==> config.mk <==
export PLATFORM = sky130hd
export DESIGN_NAME = lps_link_gate
export DESIGN_NICKNAME = d
export VERILOG_FILES = /design/src/rtl/lps_link_gate.sv
export SDC_FILE = /design/constraint.sdc
export NUM_CORES = 1
export LEC_CHECK = 0
export ABC_AREA = 1
export BUFFER_PORTS_ARGS = -buffer_cell sky130_fd_sc_hd__buf_2
export CORE_ASPECT_RATIO = 1.2
export CORE_MARGIN = 2
export CORE_UTILIZATION = 55
export DETAILED_ROUTE_END_ITERATION = 7
export PLACE_DENSITY = 0.75
export SYNTH_ARGS = -nofsm -noshare
export SYNTH_HDL_FRONTEND = slang
export SYNTH_SLANG_ARGS = --single-unit
==> constraint.sdc <==
create_clock -name clk -period 1.5 [get_ports clk]
set_input_delay 0.3 -clock clk [delete_from_list [all_inputs] [get_ports clk]]
set_output_delay 0.3 -clock clk [all_outputs]
set_load 0.03 [all_outputs]
==> src/rtl/lps_link_gate.sv <==
module lps_link_gate #(
  parameter int RST_CYC = 64,
  parameter int DIS_CYC = 1024
) (
  input  logic clk,
  input  logic rst_n,
  input  logic lps_in,
  output logic lps_active,
  output logic xfer_en,
  output logic pclk_en,
  output logic iface_init,
  output logic bus_reset_req
);
  localparam int CW = $clog2(DIS_CYC + 1);
  localparam logic [CW-1:0] RST_LIM = CW'(RST_CYC);
  localparam logic [CW-1:0] DIS_LIM = CW'(DIS_CYC);

  typedef enum logic [1:0] {ST_RUN, ST_RST, ST_DIS, ST_INIT} st_t;

  st_t state;
  logic s1, s2, deep;
  logic [CW-1:0] low_cnt;

  always_ff @(posedge clk or negedge rst_n)
    if (!rst_n) begin
      s1 <= 1'b0;
      s2 <= 1'b0;
    end else begin
      s1 <= lps_in;
      s2 <= s1;
    end

  always_ff @(posedge clk or negedge rst_n)
    if (!rst_n)             low_cnt <= DIS_LIM;
    else if (s2)            low_cnt <= '0;
    else if (low_cnt != DIS_LIM) low_cnt <= low_cnt + 1'b1;

  assign lps_active = s2 || (low_cnt < RST_LIM);

  always_ff @(posedge clk or negedge rst_n)
    if (!rst_n) begin
      state <= ST_DIS;
      deep  <= 1'b0;
    end else begin
      case (state)
        ST_RUN, ST_RST:
          if (state == ST_RST && lps_active) state <= ST_INIT;
          else if (low_cnt == DIS_LIM) begin
            state <= ST_DIS;
            deep  <= 1'b1;
          end else if (!lps_active) state <= ST_RST;
        ST_DIS:
          if (lps_active) state <= ST_INIT;
        default: begin
          state <= ST_RUN;
          deep  <= 1'b0;
        end
      endcase
    end

  assign xfer_en       = (state == ST_RUN);
  assign pclk_en       = (state != ST_DIS);
  assign iface_init    = (state == ST_INIT);
  assign bus_reset_req = (state == ST_INIT) && deep;
endmodule


Word level (Yosys, flattened, before mapping)

Index checks and enable logic that the tools add are counted.
W data, S select, Z words.

Bits in registers: 16
Bits in latches: 0
Memory bits (writable): 0
Bits in read-only memories: 0
Input bits: 3
Output and inout bits: 5
Word-level logic and storage cells: 36
Memories: 0

$add $sub $neg: 1
$mul: 0
Divide/modulo/power cells: 0
Magnitude comparators: 1
Eq/ne operators: 10
Shift-type cells: 0
Muxes and demuxes: 10
Bitwise gates (word level): 1
Reductions and logical operators: 8

Operators with widths:

| operator                | number |
|---|---|
| $mux W11                | 2 |
| $add A11 B1 Y11 const B | 1 |
| $eq A11 B11 Y1 const B  | 1 |
| $lt A11 B7 Y1 const B   | 1 |
| $ne A11 B11 Y1 const B  | 1 |
| $mux W2                 | 4 |
| $ne A2 B2 Y1 const B    | 4 |
| $eq A2 B2 Y1 const B    | 2 |
| $ne A4 B4 Y1 const B    | 1 |
| $pmux W2 S2             | 1 |
| $reduce_and A3 Y1       | 1 |
| $eq A2 B1 Y1 const B    | 1 |
| $logic_and A1 B1 Y1     | 2 |
| $logic_not A2 Y1        | 1 |
| $mux W1                 | 2 |
| $pmux W1 S2             | 1 |
| $reduce_and A2 Y1       | 1 |
| $reduce_bool A2 Y1      | 1 |
| $reduce_or A2 Y1        | 1 |
| $logic_or A1 B1 Y1      | 1 |
| $not A1 Y1              | 1 |

Logic depth before layout (Yosys ltp)

Depth in word-level cells: 6
Mapped depth: 8
Depth with buffers taken out: 8

Least setup slack after synthesis

Ideal clock, no wire load.

Path kind: register -> output
Start point: register state[1]
End point: output port bus_reset_req
Arrival time: 1.025 ns
Required time: 1.200 ns
Slack: 0.175 ns
Cell stages (with the launch flop): 3
Buffers on the path: 0
Cells stage by stage: dfstp_2 nand2_1 nor2_1

Cells in the longest elaborated chain, start to end: 2

Ends and longest elaborated chain:

| item                   | RTL line | source |
|---|---|---|
| from (decl)            | 20       | `st_t state;` |
| from (signal assigned) | 42       | `state <= ST_DIS;` |
| from (signal assigned) | 47       | `if (state == ST_RST && lps_active) state <= ST_INIT;` |
| from (signal assigned) | 49       | `state <= ST_DIS;` |
| $eq A2 B2 Y1           | 64       | `assign bus_reset_req = (state == ST_INIT) && deep;` |
| $logic_and A1 B1 Y1    | 64       |  |
| to (decl)              | 12       | `output logic bus_reset_req` |

Every way passes these cells.

Worst setup path in the final report

Start point: register low_cnt[6]
End point: output port lps_active

Cells in the longest elaborated chain, start to end: 2

Ends and longest elaborated chain:

| item                   | RTL line | source |
|---|---|---|
| from (decl)            | 22       | `logic [CW-1:0] low_cnt;` |
| from (signal assigned) | 36       | `else if (low_cnt != DIS_LIM) low_cnt <= low_cnt + 1'b1;` |
| $lt A11 B7 Y1          | 38       | `assign lps_active = s2 \|\| (low_cnt < RST_LIM);` |
| $logic_or A1 B1 Y1     | 38       |  |
| to (decl)              | 8        | `output logic lps_active,` |

Every way passes these cells.

==> reports/metrics.yaml <==
r2r_setup_slack_ns: 0.16
dp_hpwl_um: 1365
m1WireLength_um: 793
rsz0062_at_grt: "yes"
grt_usage: 0.2451
htree_levels: 1
netlist_area_um2: 897.1
yosysWarnings: 0
setup_violations: 2
met2_length_um: 1030
setup_ws_ns: -0.04628
worstPathArrival_ns: 1.25
drt.antenna.violating_nets: 0
hold_path.class: "input pin to flop"
die_width_um: 40.87
yosys_most_used_dff: "dfrtp_1"
leakage_nw: 0.5395
vias_per_cell: 5.266
rr_endpoint: "low_cnt[1]"
worstPathMaxFanout: 3
required_ns: 1.20
yosys.area.top_type: "dfrtp_1"
wl_met3_um: 72
yosysMostFrequentCell: "nand2_1"
ios: 8
insertedDiodeCount: 0
status: "finished with violations"
insertion_delay_ns: 0.31
ir_worst_vdd_mv: 0.7085
cts_made_buffers: 3
maxCapViolCount: 0
routed_wl_um: 1967
drc: 0
synth-seq-cells: 16
period_share: 1.031
synthArstFlopShare: 1.000
power.density_mw_per_mm2: 754.1
worst_setup_path_start_kind: "flop"
fmaxAchievable_mhz: 646.7
rr_startpoint: "low_cnt[8]"
drive_gt1_frac: 0.2426
path_class: "flop to primary output"
synthesis.nets: 124
reg2reg_depth: 6
start_util: 0.5672
violations: "setup timing"
syn_to_final_growth_pct: 19.25
num_vias: 811
post-route-min-period_ns: 1.546
die-area_mm2: 0.001972
grt_first_pass_wirelength_um: 2967
initialDrtViolationCount: 13
synth_top_area_frac: 0.3905
crit_path_end: "lps_active"
netlist_top_cells_count: "nand2_1 (28), nor2_1 (20), inv_1 (15), dfrtp_1 (14), nand3_1 (13)"
die_y_um: 48.24
post-place-ws_ns: 0.1743
synth_edf_count: 0
antenna_found_initial: 0
synth_cells: 119
grt_max_degree: 17
critPathLaunch: "low_cnt[6]"
critical_path.endpoint_type: "primary output"
clockBufferDepth: 2
synth.area.top_cells: "dfrtp_1 (39%), nand2_1 (12%), nor2_1 (8.4%), nand3_1 (7.3%), inv_1 (6.3%)"
gp_congestion: 0.8180
postSynthAreaPerCell_um2: 7.539
overflow: 0
final_nets: 142
yosysUniqueCellTypes: 17
hold_violations: 0
worst_clock_skew_ns: 0.008293
core_area_mm2: 0.001582
wl_per_cell_um: 12.77
firstDrtPassIters: 4
cts.reportedPaths.clkPinSlew_ns: 0.10
grt_pass1_vias: 701
cts.sinks: 16
ys_seq_area_frac: 0.4491
io_buffers: 7
highest_layer: "met4"
final_max_slew_viol_count: 0
root_buffer: "clkbuf_4"
tritoncts: "done"
num_rows: 16
max_slew_margin: 0.7571
worst_pin_slew_ns: 0.3644
fin_hold_ws_ns: 0.08995
==> critical path, stage by stage (launching register included) <==
cell	delay [ns]
dfrtp_1	0.43
nor2_4	0.15
nand3_2	0.11
nand2_2	0.11
buf_6	0.13
==> layout make-up <==
cell class	instances	area [µm²]
Timing Repair Buffer	15	118.9
Fill cell	133	511.7
Inverter	15	56.30
Multi-Input combinational cell	86	432.9
Clock buffer	4	36.28
Tap cell	18	22.52
Sequential cell	16	402.9
==> per-stage QoR <==
stage	power [mW]	setup TNS, ns	cells	area (µm²)	utilization
CTS	0.8052	-0.02602	152	1040	0.6574
floorplan	0.4948	0	119	897.1	-
global placement	0.5095	0	143	939.7	0.5941
global route	0.8460	-0.2506	154	1070	0.6764
finish	0.8068	-0.04809	154	1070	0.6764
detailed placement	0.5121	0	143	939.7	0.5941
==> layout by cell type (no fill, tap or decap) <==
cell	netlist	final
nand2_1	28	26
nor2_1	20	19
inv_1	15	14
dfrtp_1	14	14
nand3_1	13	12
buf_4	0	8
nor2_2	4	4
nand2_2	2	4
a21oi_1	4	4
nor3_1	3	3
o21ai_0	3	3
nand4_1	3	3
clkbuf_4	0	3
buf_2	0	3
buf_6	2	3
nor2_4	1	2
nand3_2	1	2
xor2_1	2	2
ha_1	2	2
dfstp_2	2	2
inv_2	0	1
clkbuf_8	0	1
dlygate4sd3_1	0	1
==> layer usage <==
metal	vias up	track usage
met5	-	0
met4	0	0.2000
met3	7	0.08219
met2	17	0.4031
met1	380	0.2442
li1	407	-
==> logic make-up (layout without fill, tap and decap cells) <==
kind of cell | Yosys count | in the layout | synth area share
AND/OR/NAND/NOR | 75 | 75 | 0.3766
XOR/XNOR | 2 | 2 | 0.01953
adder cells (fa/ha/maj) | 2 | 2 | 0.02789
AO/OA/AOI/OAI | 7 | 7 | 0.03905
flip-flops | 16 | 16 | 0.4491
buffers and inverters | 17 | 34 | 0.08786
==> power by group <==
| group | switching, mW | internal, mW |
|---|---|---|
| sequential | 0.0148 | 0.441 |
| combinational | 0.0323 | 0.0197 |
| clock | 0.151 | 0.148 |
==> worst min path at each step <==
stage,cells after the start,start,to
2_1_floorplan,0,rst_n,deep
3_5_place_dp,1,rst_n,state[0]
5_1_grt,1,lps_in,s1
3_3_place_gp,1,rst_n,state[0]
6_report,1,lps_in,s1
4_1_cts,1,lps_in,s1
==> registers in the layout, summed over array words and instances, names as in the netlist <==
| name | count |
|---|---|
| low_cnt | 11 |
| s1 | 1 |
| s2 | 1 |
| state | 2 |
| deep | 1 |
==> what timing repair did <==
action	4_1_cts	5_1_grt
pin swaps	1	3
hold buffers	1	0
buffers inserted	4	2
gates resized for setup	9	5
setup endpoints to repair	3	4
hold endpoints to repair	14	0
Power figures use the tool's default switching activity.
